### src/rtl/mrd_pkg.sv
package mrd_pkg;

    typedef enum logic [3:0] {
        T_RAM      = 4'd0,
        T_PARAM    = 4'd1,
        T_HW_A     = 4'd2,
        T_HW_B     = 4'd3,
        T_HW_C     = 4'd4,
        T_HW_SCR   = 4'd5,
        T_MBOX     = 4'd6,
        T_ROM_MAIN = 4'd7,
        T_ROM_EXT  = 4'd8,
        T_EXP      = 4'd9,
        T_SND      = 4'd10,
        T_AUX      = 4'd11,
        T_NONE     = 4'd15
    } tgt_e;

    localparam int NUM_TGT = 12;

    localparam logic [1:0] SZ_BYTE = 2'd0;
    localparam logic [1:0] SZ_HALF = 2'd1;

    function automatic int imax(input int a, input int b);
        return (a > b) ? a : b;
    endfunction

endpackage

### src/rtl/mrd_page_class.sv
module mrd_page_class
    import mrd_pkg::*;
#(
    parameter int PAGE_W        = 13,
    parameter int HI_W          = 6,
    parameter int RAM_WIN_PAGES = 128,
    parameter int RAM_LOG2      = 5,
    parameter int ROM_MAIN_BASE = 'h1FC0,
    parameter int ROM_MAIN_LOG2 = 6,
    parameter int ROM_EXT_BASE  = 'h1E00,
    parameter int ROM_EXT_LOG2  = 2,
    parameter int PARAM_PAGE    = 'h1F00,
    parameter int HW_PAGE       = 'h1F80,
    parameter int MBOX_PAGE     = 'h1D00,
    parameter int EXP_PAGE      = 'h1000,
    parameter int SND_PAGE      = 'h1F90,
    parameter int AUX_PAGE      = 'h1F40
) (
    input  logic [PAGE_W-1:0] page_i,
    output tgt_e              region_o,
    output logic [HI_W-1:0]   hi_o
);

    localparam int ROM_MAIN_END = ROM_MAIN_BASE + (1 << ROM_MAIN_LOG2);
    localparam int ROM_EXT_END  = ROM_EXT_BASE + (1 << ROM_EXT_LOG2);

    int pg;

    always_comb begin
        pg       = int'(page_i);
        region_o = T_NONE;
        hi_o     = '0;
        if (pg < RAM_WIN_PAGES) begin
            // the low page bits pick the image; upper window bits alias
            region_o = T_RAM;
            hi_o     = HI_W'(page_i[RAM_LOG2-1:0]);
        end else if (pg >= ROM_MAIN_BASE && pg < ROM_MAIN_END) begin
            region_o = T_ROM_MAIN;
            hi_o     = HI_W'(page_i[ROM_MAIN_LOG2-1:0]);
        end else if (pg >= ROM_EXT_BASE && pg < ROM_EXT_END) begin
            region_o = T_ROM_EXT;
            hi_o     = HI_W'(page_i[ROM_EXT_LOG2-1:0]);
        end else if (pg == PARAM_PAGE) begin
            region_o = T_PARAM;
        end else if (pg == HW_PAGE) begin
            region_o = T_HW_SCR;
        end else if (pg == MBOX_PAGE) begin
            region_o = T_MBOX;
        end else if (pg == EXP_PAGE) begin
            region_o = T_EXP;
        end else if (pg == SND_PAGE) begin
            region_o = T_SND;
        end else if (pg == AUX_PAGE) begin
            region_o = T_AUX;
        end
    end

endmodule

### src/rtl/mrd_hw_subsel.sv
module mrd_hw_subsel
    import mrd_pkg::*;
#(
    parameter logic [3:0] SUB_A = 4'h1,
    parameter logic [3:0] SUB_B = 4'h3,
    parameter logic [3:0] SUB_C = 4'h8
) (
    input  logic [3:0] nib_i,
    output tgt_e       sub_o
);

    always_comb begin
        if (nib_i == SUB_A)      sub_o = T_HW_A;
        else if (nib_i == SUB_B) sub_o = T_HW_B;
        else if (nib_i == SUB_C) sub_o = T_HW_C;
        else                     sub_o = T_HW_SCR;
    end

endmodule

### src/rtl/mrd_access_gate.sv
module mrd_access_gate
    import mrd_pkg::*;
(
    input  tgt_e       region_i,
    input  logic       wr_i,
    input  logic [1:0] size_i,
    input  logic       iso_i,
    output tgt_e       tgt_o,
    output logic       we_o,
    output logic       err_o,
    output logic       inval_o
);

    always_comb begin
        tgt_o   = region_i;
        we_o    = wr_i;
        err_o   = 1'b0;
        inval_o = 1'b0;
        unique case (region_i)
            T_RAM, T_PARAM: begin
                if (wr_i && iso_i) begin
                    tgt_o = T_NONE;
                    we_o  = 1'b0;
                    err_o = 1'b1;
                end else begin
                    inval_o = wr_i;
                end
            end
            T_ROM_MAIN, T_ROM_EXT: begin
                we_o = 1'b0;
            end
            T_SND: begin
                if (size_i != SZ_HALF) begin
                    tgt_o = T_NONE;
                    we_o  = 1'b0;
                    err_o = 1'b1;
                end
            end
            T_AUX: begin
                if (size_i != SZ_BYTE) begin
                    tgt_o = T_NONE;
                    we_o  = 1'b0;
                    err_o = 1'b1;
                end
            end
            T_NONE: begin
                we_o  = 1'b0;
                err_o = 1'b1;
            end
            default: ;
        endcase
    end

endmodule

### src/rtl/mem_region_decoder.sv
module mem_region_decoder
    import mrd_pkg::*;
#(
    parameter int RAM_WIN_PAGES = 128,
    parameter int RAM_LOG2      = 5,
    parameter int ROM_MAIN_BASE = 'h1FC0,
    parameter int ROM_MAIN_LOG2 = 6,
    parameter int ROM_EXT_BASE  = 'h1E00,
    parameter int ROM_EXT_LOG2  = 2,
    parameter int PARAM_PAGE    = 'h1F00,
    parameter int HW_PAGE       = 'h1F80,
    parameter int MBOX_PAGE     = 'h1D00,
    parameter int EXP_PAGE      = 'h1000,
    parameter int SND_PAGE      = 'h1F90,
    parameter int AUX_PAGE      = 'h1F40,
    parameter int HI_W          = imax(RAM_LOG2, imax(ROM_MAIN_LOG2, ROM_EXT_LOG2)),
    parameter int OFF_W         = 16 + HI_W
) (
    input  logic               clk,
    input  logic               rst_n,
    input  logic               req_valid,
    input  logic               req_write,
    input  logic [1:0]         req_size,
    input  logic [31:0]        req_addr,
    input  logic               isolate,
    output logic [NUM_TGT-1:0] sel_o,
    output logic [OFF_W-1:0]   off_o,
    output logic [NUM_TGT-1:0] we_o,
    output logic               err_o,
    output logic               inval_o,
    output logic [31:0]        inval_addr_o
);

    localparam int PAGE_W = 13;

    typedef struct packed {
        logic [NUM_TGT-1:0] sel;
        logic [OFF_W-1:0]   off;
        logic [NUM_TGT-1:0] we;
        logic               err;
        logic               inval;
        logic [31:0]        inval_addr;
    } dec_st_t;

    dec_st_t st_d, st_q;

    logic [PAGE_W-1:0] page;
    tgt_e              region_raw, hw_sub, region, tgt;
    logic [HI_W-1:0]   hi;
    logic              g_we, g_err, g_inval;
    logic              unused_seg;

    // segment bits never reach the decode
    assign page       = req_addr[28:16];
    assign unused_seg = ^{req_addr[31:29], req_addr[1:0]};

    mrd_page_class #(
        .PAGE_W(PAGE_W), .HI_W(HI_W),
        .RAM_WIN_PAGES(RAM_WIN_PAGES), .RAM_LOG2(RAM_LOG2),
        .ROM_MAIN_BASE(ROM_MAIN_BASE), .ROM_MAIN_LOG2(ROM_MAIN_LOG2),
        .ROM_EXT_BASE(ROM_EXT_BASE), .ROM_EXT_LOG2(ROM_EXT_LOG2),
        .PARAM_PAGE(PARAM_PAGE), .HW_PAGE(HW_PAGE), .MBOX_PAGE(MBOX_PAGE),
        .EXP_PAGE(EXP_PAGE), .SND_PAGE(SND_PAGE), .AUX_PAGE(AUX_PAGE)
    ) u_class (
        .page_i   (page),
        .region_o (region_raw),
        .hi_o     (hi)
    );

    mrd_hw_subsel u_hwsub (
        .nib_i (req_addr[15:12]),
        .sub_o (hw_sub)
    );

    assign region = (region_raw == T_HW_SCR) ? hw_sub : region_raw;

    mrd_access_gate u_gate (
        .region_i (region),
        .wr_i     (req_write),
        .size_i   (req_size),
        .iso_i    (isolate),
        .tgt_o    (tgt),
        .we_o     (g_we),
        .err_o    (g_err),
        .inval_o  (g_inval)
    );

    always_comb begin
        st_d       = st_q;
        st_d.we    = '0;
        st_d.err   = 1'b0;
        st_d.inval = 1'b0;
        if (req_valid) begin
            if (tgt == T_NONE) begin
                st_d.sel = '0;
                st_d.off = '0;
            end else begin
                st_d.sel = NUM_TGT'(1) << tgt;
                st_d.off = {hi, req_addr[15:0]};
            end
            st_d.we         = g_we ? st_d.sel : '0;
            st_d.err        = g_err;
            st_d.inval      = g_inval;
            st_d.inval_addr = {3'b000, req_addr[28:2], 2'b00};
        end
    end

    always_ff @(posedge clk) begin
        if (!rst_n) st_q <= '0;
        else        st_q <= st_d;
    end

    assign sel_o        = st_q.sel;
    assign off_o        = st_q.off;
    assign we_o         = st_q.we;
    assign err_o        = st_q.err;
    assign inval_o      = st_q.inval;
    assign inval_addr_o = st_q.inval_addr;

    AST_SEL_ONEHOT: assert property (@(posedge clk) disable iff (!rst_n)
        $onehot0(sel_o));
    AST_ERR_NO_SEL: assert property (@(posedge clk) disable iff (!rst_n)
        err_o |-> (sel_o == '0 && we_o == '0 && off_o == '0));
    AST_WE_WITHIN_SEL: assert property (@(posedge clk) disable iff (!rst_n)
        (we_o & ~sel_o) == '0);
    AST_ROM_NO_WE: assert property (@(posedge clk) disable iff (!rst_n)
        (sel_o[T_ROM_MAIN] || sel_o[T_ROM_EXT]) |-> we_o == '0);
    AST_ISO_BLOCK: assert property (@(posedge clk) disable iff (!rst_n)
        $past(req_valid && req_write && isolate) |-> (!we_o[T_RAM] && !we_o[T_PARAM] && !inval_o));
    AST_INVAL_ALIGN: assert property (@(posedge clk) disable iff (!rst_n)
        inval_o |-> (inval_addr_o[1:0] == 2'b00 && inval_addr_o[31:29] == 3'b000
                     && (we_o[T_RAM] || we_o[T_PARAM])));
    AST_IDLE_QUIET: assert property (@(posedge clk) disable iff (!rst_n)
        !$past(req_valid) |-> (we_o == '0 && !err_o && !inval_o));
    AST_IDLE_HOLD: assert property (@(posedge clk) disable iff (!rst_n)
        !$past(req_valid) |-> ($stable(sel_o) && $stable(off_o)));

endmodule

### config.mk
export PLATFORM = sky130hd
export DESIGN_NAME = mem_region_decoder
export DESIGN_NICKNAME = d
export VERILOG_FILES = /design/src/rtl/mrd_pkg.sv /design/src/rtl/mrd_page_class.sv /design/src/rtl/mrd_hw_subsel.sv /design/src/rtl/mrd_access_gate.sv /design/src/rtl/mem_region_decoder.sv
export SDC_FILE = /design/constraint.sdc
export NUM_CORES = 1
export LEC_CHECK = 0
export ABC_CLOCK_PERIOD_IN_PS = 2800
export BUFFER_PORTS_ARGS = -buffer_cell sky130_fd_sc_hd__buf_2
export CAP_MARGIN = 20
export CORE_MARGIN = 1
export CORE_UTILIZATION = 49
export DETAILED_ROUTE_END_ITERATION = 8
export PLACE_DENSITY_LB_ADDON = 0.1
export SYNTH_ARGS = -nofsm -noshare
export SYNTH_HDL_FRONTEND = slang
export SYNTH_SLANG_ARGS = --single-unit
### constraint.sdc
create_clock -name clk -period 2.8 [get_ports clk]
set_input_delay 0.56 -clock clk [delete_from_list [all_inputs] [get_ports clk]]
set_output_delay 0.56 -clock clk [all_outputs]
set_load 0.005 [all_outputs]
==> summary by stage <==
Synth
The cell area that synthesis handed to floorplanning was 3220 um^2. The number of different library cells used by synthesis comes to roughly 50. The mean area per synthesized cell is 9.66 um^2.

The commonest register cell after synthesis is sky130_fd_sc_hd__dfxtp_1. Yosys mapped a number of flops with a built-in enable equal to 0. The number of warning messages in the yosys log is 0. In this run, synthesis produced a sequential element count of 75. Counting flops with an async set or reset pin after synthesis yields a share of 0.

Of the synthesized area, sequential elements account for 0.467. Synthesis produced a netlist whose cell count is 333.

Global routing
For this run, the total global-route usage over all layers was measured as 0.231. After global routing the overflow that remains totals 0. The initial antenna violation count was 0. The maximum number of pins on one net before global-route repair is 30. The via count of the first global-routing pass is 2666. The first-pass GRT wire length is 12700 um.

Clocking
The cts-stage hold buffer count is 0. The root buffer selected by CTS is sky130_fd_sc_hd__clkbuf_8. The number of clock sinks is 75. The depth of the CTS H-tree is 3. Once the clock tree was built, the resizer swapped 0 gates to a different size. The number of setup buffers added after CTS is 0.

The clock transition at the register clock pins on the worst setup and hold paths after CTS is 0.07 ns. TritonCTS built the clock tree. The insertion delay of the later-clocked pin in the worst-skew pair is 0.35 ns.

The largest buffer count on any clock path is 2. TritonCTS created 9 clock buffers.

Critical path
The worst setup path is captured at a flop. The most critical setup path has its startpoint at req_addr[24]. Among all stages on the critical path, the largest delay is contributed by sky130_fd_sc_hd__or4_4.

The critical path ends at sel_o[0]. The start of the worst register-to-register path is off_o[21]. The arrival time reported for the critical path endpoint is 2.61 ns.

In this run the critical register-to-register path is captured at off_o[21]. STA classifies the critical path startpoint as a primary input. Counting cells, the worst reg-to-reg path comes to 3. The maximum fanout along the worst path is 8. The worst setup path is of the primary input to flop kind. The critical path goes through buf_2 -> or4_4 -> or3_4 -> a2bb2oi_2 -> nor2_1 -> or3b_1 -> a32o_1. The setup slack of the worst register-to-register path is 2.12 ns.

The peak per-stage delay on the critical path is around 0.54 ns. At the worst endpoint, the required time is 3.04 ns.

Timing
The setup TNS is 0 ns. The final max-slew violation count was 0. At the pin with the least slew margin, the transition time is 0.585 ns. Clock skew on the completed layout was measured at 0 ns. The clock period could shrink to ~2.4 ns. Dividing the final minimum period by the clock period gives 0.846. The remaining max-slew budget at the tightest pin is 0.609.

Setup repair after global routing left no endpoint under its margin. Setup violations remaining at the end of the flow were counted as 0. The achievable frequency is 422 MHz.

The count of endpoints failing hold in the final timing report is 0.

Floorplan
From left edge to right edge, the die measures 83.0 um. For this design the top-level I/O count stands at between 100 and 150. The overall die height is 83.0 um.

The area of the core is 6350 um^2. For this configuration, the core starts out at a cell density of 0.506. The overall die area is roughly 6900 um^2. The number of rows in the core area is 29.

Finish
The final net count is 496. The sequential cells in the finished layout cover a total of between 1500 and 2000 um^2. Relative to the synthesized area, the layout overhead comes to 30.3%. The non-filler instance count after layout is 538. Of the cells placed in the final design, the portion with a size suffix greater than 1 is 0.364.

The filler cell count in the final layout is 550. Summing all multi-input logic gate instances after layout gives 1590 um^2. The number of antenna diodes in the final layout is 0.

Drt
Dividing the detail-routed via count by the number of cells gives 5.21. The length of the first detailed-routing pass in iterations is 4. The detailed-route via count is 2803. The post-detailed-route DRC marker count is 0.

The sum of routed wire length over all layers is 7730 um. The number of DRC markers in iteration 0 is 140. The number of nets with antenna violations after detailed routing is 0. In the final routed layout, each cell accounts on average for 14.4 um.

Placement
Summed over all nets, the half-perimeter wirelength after detailed placement is around 5500 um. Input and output buffers added on the ports amount to 110. Once placement completed, the tool counted placed cells totaling 523.

The placer congestion estimate is 0.866.

Power
Across the VDD grid, the largest voltage drop is 374 uV. The total power divided by cell area is 570 nW/um^2. The cell leakage power is slightly below 0.002 uW.

Hold path
The worst hold path class is primary input to flop.

Run
The max-cap violation count is 0.

Status
The flow ran to the end, and the final reports show no timing, DRC or antenna violations.
==> cells in the final DEF, fill, tap and decap left out, drive strengths merged, types with 3 or more instances in the layout <==
master / instances
nand2b: 6
nor3: 13
dfxtp: 75
or3: 4
bufinv: 4
nand4: 4
nor2: 15
mux2i: 29
nor4: 4
nand2: 47
o31ai: 16
or4: 3
a32o: 3
inv: 4
o21ai: 5
a21boi: 5
and4: 3
conb: 7
clkbuf: 9
nor2b: 33
nand3: 12
buf: 132
==> logic make-up after synthesis <==
family          count (synthesis)  share of synthesized area
buf+inv                        28                     0.0479
compound gates                 46                      0.130
simple gates                  153                      0.261
other cells                     1                    0.00117
flops                          75                      0.467
xor+xnor                        1                    0.00272
mux                            29                     0.0903
==> how the worst min path moves through the flow <==
stage | from | end | depth (start not counted)
2_1_floorplan | off_o[16] | off_o[16] | 2
3_3_place_gp | off_o[0] | off_o[0] | 2
3_5_place_dp | off_o[18] | off_o[18] | 2
4_1_cts | isolate | inval_o | 2
5_1_grt | isolate | we_o[0] | 2
6_report | isolate | inval_o | 2
==> flip-flops by register name, summed over array words and instances (netlist names) <==
signal	cells
inval_addr_o	27
sel_o	12
off_o	22
inval_o	1
err_o	1
we_o	12
==> cells in the mapped netlist (4+ instances only) <==
cell type	instances	area, um^2
sky130_fd_sc_hd__clkbuf_1	15	56.3
sky130_fd_sc_hd__nor2_1	15	56.3
sky130_fd_sc_hd__dfxtp_1	75	1500
sky130_fd_sc_hd__o21ai_1	5	25.0
sky130_fd_sc_hd__nand2b_1	5	31.3
sky130_fd_sc_hd__nand3_1	12	60.1
sky130_fd_sc_hd__a21boi_0	5	37.5
sky130_fd_sc_hd__nand2_1	47	176
sky130_fd_sc_hd__nand4_1	4	25.0
sky130_fd_sc_hd__o31ai_1	7	52.6
sky130_fd_sc_hd__o31ai_2	9	113
sky130_fd_sc_hd__mux2i_1	29	290
sky130_fd_sc_hd__nor3_1	12	60.1
sky130_fd_sc_hd__buf_4	7	52.6
sky130_fd_sc_hd__nor2b_1	33	206
==> metrics by stage <==
| stage | worst slack (ns) | hold slack, ns | util | power (uW) | area, um^2 |
|---|---|---|---|---|---|
| after floorplan | 0.218 | 0.442 | - | 1240 | 3240 |
| after global placement | 0.113 | 0.430 | 0.619 | 1320 | 3930 |
| after detailed placement | 0.0821 | 0.437 | 0.619 | 1330 | 3930 |
| after CTS | 0.450 | 0.406 | 0.660 | 2400 | 4190 |
| after global routing | 0.303 | 0.425 | 0.660 | 2470 | 4190 |
| final | 0.432 | 0.421 | 0.660 | 2390 | 4190 |
==> area by class of cell <==
cell class                      count  area share
Clock buffer                        9      0.0296
Clock inverter                      6      0.0326
Inverter                            3     0.00269
Multi-Input combinational cell    236       0.380
Sequential cell                    75       0.358
Tap cell                           77      0.0230
Timing Repair Buffer              132       0.174
==> worst max-delay path, delay by kind of cell <==
family | cells | cell delay (ns)
and+or+nand+nor | 4 | 1.47
buffers and inverters | 1 | 0.15
AOI/OAI and AO/OA | 2 | 0.43
==> layer usage <==
layer,track usage,wire length [um],vias to the layer above
li1,-,-,1401
met1,0.295,3570,1304
met2,0.370,3600,85
met3,0.0547,382,13
met4,0.103,167,0
met5,0,0,-
==> where the power goes <==
group / leakage [uW] / switching [uW] / internal [uW] / total [uW]
combinational: 0.00122 / 108 / 89.7 / 198
sequential: 0.000611 / 11.5 / 1090 / 1100
clock: 0.000126 / 408 / 680 / 1090
total: 0.00195 / 528 / 1860 / 2390
(Power assumes the default switching activity.)
